File: config.mk
export PLATFORM = sky130hd
export DESIGN_NAME = commit_thread_pick
export DESIGN_NICKNAME = d
export VERILOG_FILES = /design/src/rtl/cts_pkg.sv /design/src/rtl/cts_qualify.sv /design/src/rtl/cts_rr_order.sv /design/src/rtl/cts_age_pick.sv /design/src/rtl/commit_thread_pick.sv
export SDC_FILE = /design/constraint.sdc
export NUM_CORES = 1
export LEC_CHECK = 0
export ABC_AREA = 1
export CAP_MARGIN = 25
export CORE_ASPECT_RATIO = 1.75
export CORE_UTILIZATION = 42
export CTS_CLUSTER_SIZE = 14
export DETAILED_ROUTE_END_ITERATION = 10
export GPL_TIMING_DRIVEN = 0
export PLACE_DENSITY_LB_ADDON = 0.05
export SYNTH_ARGS = -nofsm -noshare
export SYNTH_HDL_FRONTEND = slang
export SYNTH_SLANG_ARGS = --single-unit
File: constraint.sdc
create_clock -name clk -period 10.6 [get_ports clk]
set_clock_uncertainty 0.1 [all_clocks]
set_input_delay 2.65 -clock clk [delete_from_list [all_inputs] [get_ports clk]]
set_output_delay 2.65 -clock clk [all_outputs]
set_load 0.05 [all_outputs]
File: src/rtl/cts_pkg.sv
package cts_pkg;

    localparam int STATE_W = 3;

    typedef enum logic [STATE_W-1:0] {
        TS_RUN        = 3'd0,
        TS_IDLE       = 3'd1,
        TS_ROB_SQ     = 3'd2,
        TS_TRAP_WAIT  = 3'd3,
        TS_FTRAP_WAIT = 3'd4
    } thr_state_e;

    function automatic logic state_ok(input logic [STATE_W-1:0] s);
        return (s == TS_RUN) || (s == TS_IDLE) || (s == TS_FTRAP_WAIT);
    endfunction

endpackage

File: src/rtl/cts_qualify.sv
module cts_qualify #(
    parameter int N = 4
) (
    input  logic [N-1:0]                    act_i,
    input  logic [N*cts_pkg::STATE_W-1:0]   state_i,
    input  logic [N-1:0]                    empty_i,
    input  logic [N-1:0]                    ready_i,
    output logic [N-1:0]                    qual_o
);
    localparam int SW = cts_pkg::STATE_W;

    for (genvar t = 0; t < N; t++) begin : g_thr
        assign qual_o[t] = act_i[t] & cts_pkg::state_ok(state_i[t*SW +: SW])
                         & ~empty_i[t] & ready_i[t];
    end
endmodule

File: src/rtl/cts_rr_order.sv
module cts_rr_order #(
    parameter int N     = 4,
    parameter int TID_W = 2
) (
    input  logic             clk,
    input  logic             rst_n,
    input  logic [N-1:0]     qual_i,
    input  logic             upd_i,
    output logic             hit_o,
    output logic [TID_W-1:0] tid_o
);
    typedef struct packed {
        logic [N-1:0][TID_W-1:0] order;
    } rr_state_t;

    rr_state_t        st_d, st_q;
    logic [TID_W-1:0] pos;

    always_comb begin
        hit_o = 1'b0;
        tid_o = '0;
        pos   = '0;
        for (int i = 0; i < N; i++) begin
            if (!hit_o && qual_i[st_q.order[i]]) begin
                hit_o = 1'b1;
                tid_o = st_q.order[i];
                pos   = TID_W'(i);
            end
        end
        st_d = st_q;
        if (upd_i && hit_o) begin
            for (int i = 0; i < N - 1; i++) begin
                if (i >= int'(pos)) begin
                    st_d.order[i] = st_q.order[i+1];
                end
            end
            st_d.order[N-1] = tid_o;
        end
    end

    always_ff @(posedge clk) begin
        if (!rst_n) begin
            for (int i = 0; i < N; i++) begin
                st_q.order[i] <= TID_W'(i);
            end
        end else begin
            st_q <= st_d;
        end
    end
endmodule

File: src/rtl/cts_age_pick.sv
module cts_age_pick #(
    parameter int N     = 4,
    parameter int SEQ_W = 8,
    parameter int TID_W = 2
) (
    input  logic [N-1:0]       qual_i,
    input  logic [N*SEQ_W-1:0] seq_i,
    output logic               hit_o,
    output logic [TID_W-1:0]   tid_o
);
    logic [SEQ_W-1:0] best;

    always_comb begin
        hit_o = 1'b0;
        tid_o = '0;
        best  = '0;
        for (int t = 0; t < N; t++) begin
            if (qual_i[t] && (!hit_o || (seq_i[t*SEQ_W +: SEQ_W] < best))) begin
                hit_o = 1'b1;
                best  = seq_i[t*SEQ_W +: SEQ_W];
                tid_o = TID_W'(t);
            end
        end
    end
endmodule

File: src/rtl/commit_thread_pick.sv
module commit_thread_pick #(
    parameter  int N     = 4,
    parameter  int SEQ_W = 8,
    localparam int TID_W = (N > 1) ? $clog2(N) : 1
) (
    input  logic                          clk,
    input  logic                          rst_n,
    input  logic                          mode_i,
    input  logic                          accept_i,
    input  logic [N-1:0]                  thr_active_i,
    input  logic [N*cts_pkg::STATE_W-1:0] thr_status_i,
    input  logic [N-1:0]                  rob_empty_i,
    input  logic [N-1:0]                  head_ready_i,
    input  logic [N*SEQ_W-1:0]            head_seq_i,
    output logic                          pick_valid_o,
    output logic [TID_W-1:0]              pick_tid_o
);
    if (N == 1) begin : g_single
        assign pick_valid_o = thr_active_i[0]
                            & cts_pkg::state_ok(thr_status_i[cts_pkg::STATE_W-1:0]);
        assign pick_tid_o   = '0;
    end else begin : g_multi
        logic [N-1:0]     qual;
        logic             rr_hit, age_hit;
        logic [TID_W-1:0] rr_tid, age_tid;

        cts_qualify #(.N(N)) u_qual (
            .act_i   (thr_active_i),
            .state_i (thr_status_i),
            .empty_i (rob_empty_i),
            .ready_i (head_ready_i),
            .qual_o  (qual)
        );

        cts_rr_order #(.N(N), .TID_W(TID_W)) u_rr (
            .clk    (clk),
            .rst_n  (rst_n),
            .qual_i (qual),
            .upd_i  (accept_i & ~mode_i),
            .hit_o  (rr_hit),
            .tid_o  (rr_tid)
        );

        cts_age_pick #(.N(N), .SEQ_W(SEQ_W), .TID_W(TID_W)) u_age (
            .qual_i (qual),
            .seq_i  (head_seq_i),
            .hit_o  (age_hit),
            .tid_o  (age_tid)
        );

        always_comb begin
            if (mode_i) begin
                pick_valid_o = age_hit;
                pick_tid_o   = age_tid;
            end else begin
                pick_valid_o = rr_hit;
                pick_tid_o   = rr_tid;
            end
        end
    end
endmodule

==> results.sh <==
export IMPL_design_die_area_um2=3570
export IMPL_dieHeight_um=78.2
export IMPL_yosys_cell_count_top_type="nand2_1"
export IMPL_cpMostUsedCell="nand2_1"
export IMPL_vias=1781
export IMPL_drv_slew=0
export IMPL_wl_per_cell_um=11.5
export IMPL_register_area_um2=160
export IMPL_multiInputGateArea_um2=1120
export IMPL_worstHoldPathCells=2
export IMPL_hold_viol_final=0
export IMPL_syn_nets=316
export IMPL_rsz0062_at_grt="no"
export IMPL_layout_setup_ws_ps=496
export IMPL_power_leakage_uw=0.00108
export IMPL_syn2layout_area_growth_pct=58.0
export IMPL_arrival_ps=7350
export IMPL_status="completed"
export IMPL_max_stage_delay_ps=410
export IMPL_htree_levels=1
export IMPL_hp_start="g_multi.u_rr.st_q[3]$_SDFFE_PN0P_"
export IMPL_worst_path_max_fanout=10
export IMPL_ys_flop_type="dfxtp_1"
export IMPL_synth_edf_count=0
export IMPL_fill_cells=293
export IMPL_fin_hold_ws_ps=410
export IMPL_power_per_cell_area_nw_per_um2=78.2
export IMPL_synth_top_cell_by_area="nand2_1"
export IMPL_cts_buffers=3
export IMPL_ys_types=26
export IMPL_core_area_um2=3140
export IMPL_finalNonFillerCells=350
export IMPL_dpl_cell_area_um2=2070
export IMPL_ant_nets=0
export IMPL_grt_pass1_vias=1659
export IMPL_drt_total_wl_mm=4.04
export IMPL_drv_cap=0
export IMPL_setup_viol=0
export IMPL_clk_path_buf_depth=2
export IMPL_reg_largest_list="g_multi.u_rr.st_q (8)"
export IMPL_nNetsFinal=390
export IMPL_grt_max_degree=11
export IMPL_period_share_pct=95.3
export IMPL_r2r_slack_ps=8400
export IMPL_cp_required_ps=7850
export IMPL_drtPass1Iterations=4
export IMPL_hold_path_class="flip-flop to flip-flop"
export IMPL_critPathCaptureType="primary output"
export IMPL_rr_worst_depth=15
export IMPL_grtUsageTotal_pct=24.1
export IMPL_synth_area_um2=1400
export IMPL_tritoncts="done"
export IMPL_die_x_um=45.6
export IMPL_synthCells=235
export IMPL_ir_drop_uv=44.1
export IMPL_drive_above_1_share_pct=11.7
export IMPL_critPathLaunchType="primary input"
export IMPL_hold_path_end="g_multi.u_rr.st_q[3]$_SDFFE_PN0P_"
export IMPL_hpwl_mm=3.36
export IMPL_worstSetupPathType="primary input to primary output"
export IMPL_io_pins=63
export IMPL_gp_congestion=0.918
export IMPL_fmaxAchievable_mhz=99.0
export IMPL_reg2reg_to="g_multi.u_rr.st_q[1]$_SDFFE_PN0P_"
export IMPL_drt_iter0_drc=41
export IMPL_drcViolationCount=0
export IMPL_synth_common_cells="74 x nand2_1, 29 x inv_1, 26 x o21ai_0"
export IMPL_finalInstanceArea_um2=2200
export IMPL_regMostFlops="g_multi.u_rr.st_q"
export IMPL_port_buffers=62
export IMPL_start_util_pct=44.4
export IMPL_root_buffer="clkbuf_8"
export IMPL_place_inst=340
export IMPL_antenna_found_initial=0
export IMPL_synth_area_leaders="nand2_1 20%, ha_1 19%, dfxtp_1 11%"
export IMPL_antennaDiodeCount=0
export IMPL_reg2reg_from="g_multi.u_rr.st_q[4]$_SDFFE_PN0P_"
export IMPL_grt_pass1_wl_mm=6.65
export IMPL_ys_seq_area_share_pct=11.5
export IMPL_viasPerCell=5.09
export IMPL_fin_crit_ps=10100
export IMPL_relSlewSlack_pct=67.0
export IMPL_async_flop_share_pct=0
export IMPL_largest_register_ffs=8
export IMPL_post_synth_cell_area_avg_um2=5.94
export IMPL_cts_sinks=8
export IMPL_clk_pin_slew_ps=40
export IMPL_grt_overflow_total=0
export IMPL_tightest_slew_ps=491
export IMPL_cp_startpoint="thr_status_i[1]"
export IMPL_clock_latency_ps=230
export IMPL_rows=27
export IMPL_yosys_warnings=0
export IMPL_yosys_area_top_type_share_pct=19.9
export IMPL_place_ws_ps=-768
export IMPL_synth_seq_cells=8
export IMPL_cp_slowest_cell="clkdlybuf4s50_1"
-- stage by stage --
step	power, uW	utilization (%)	TNS (ps)
finish	172	70.2	0
detailed placement	132	65.9	-1530
floorplan	92.8	-	0
CTS	169	67.2	0
global route	186	70.2	0
global placement	131	65.9	-1520
-- logic make-up (layout without fill, tap and decap cells) --
logic type | after synthesis | in the layout | share of synthesized area (%)
compound gates | 58 | 58 | 22.8
fa+ha+maj | 21 | 21 | 18.8
buf+inv | 38 | 110 | 10.3
flops | 8 | 8 | 11.5
simple gates | 110 | 110 | 36.6
-- worst max path at each step --
stage                    endpoint  cells past startpoint  slack [ps]
floorplan           pick_tid_o[0]                     31        1100
global placement    pick_tid_o[1]                     32        -760
detailed placement  pick_tid_o[0]                     32        -770
CTS                 pick_tid_o[1]                     33          20
global route        pick_tid_o[1]                     34          10
finish              pick_tid_o[1]                     33         500
-- cell type report --
type | count | share of cell area, %
Inverter | 36 | 6.36
Clock buffer | 3 | 1.87
Timing Repair Buffer | 68 | 30.3
Tap cell | 43 | 2.44
Sequential cell | 8 | 7.26
Multi-Input combinational cell | 189 | 50.7
Timing Repair inverter | 1 | 0.227
Buffer | 2 | 0.851
-- placed cells by master, fill, tap and decap left out, types with 6 or more instances in the layout --
master	synthesis	routed
o21ai_0	26	22
dfxtp_1	8	8
inv_1	29	29
nand2_1	74	73
clkdlybuf4s50_1	0	60
nand3_1	6	6
a21oi_1	21	21
nor2_1	17	16
ha_1	21	21
buf_4	0	7
-- where the power goes --
part           internal [uW]  total, uW  switching (uW)
Clock                   24.6       37.1            12.4
Combinational           45.3       98.0            52.7
Sequential              34.3       37.2            2.96
Total                    104        172            68.0
-- layer usage --
metal  vias to the layer above  routed length, um  global-route usage, %  part of all wire, %
met2                        44               2460                   49.0                   61
met4                         0                 77                   7.88                  1.9
met1                       802               1400                   22.9                   35
met5                         -                  0                      0                    0
met3                         8                 97                   1.61                  2.4
li1                        927                  -                      -                    -
-- worst max-delay path: cells and delay by family --
| kind | cells | cell delay, ps |
|---|---|---|
| AO/OA/AOI/OAI | 8 | 1150 |
| adder cells (fa/ha/maj) | 3 | 850 |
| buffers and inverters | 5 | 1060 |
| AND/OR/NAND/NOR | 17 | 1610 |
-- repair_timing --
| action | CTS | global route |
|---|---|---|
| pin swaps | 0 | 2 |
| buffers inserted | 0 | 6 |
| gates resized for setup | 16 | 21 |
| hold buffers | 0 | 0 |
| cloned | 0 | 1 |
| setup endpoints to repair | 2 | 2 |
Note: power is estimated with default switching activity, not from simulation.
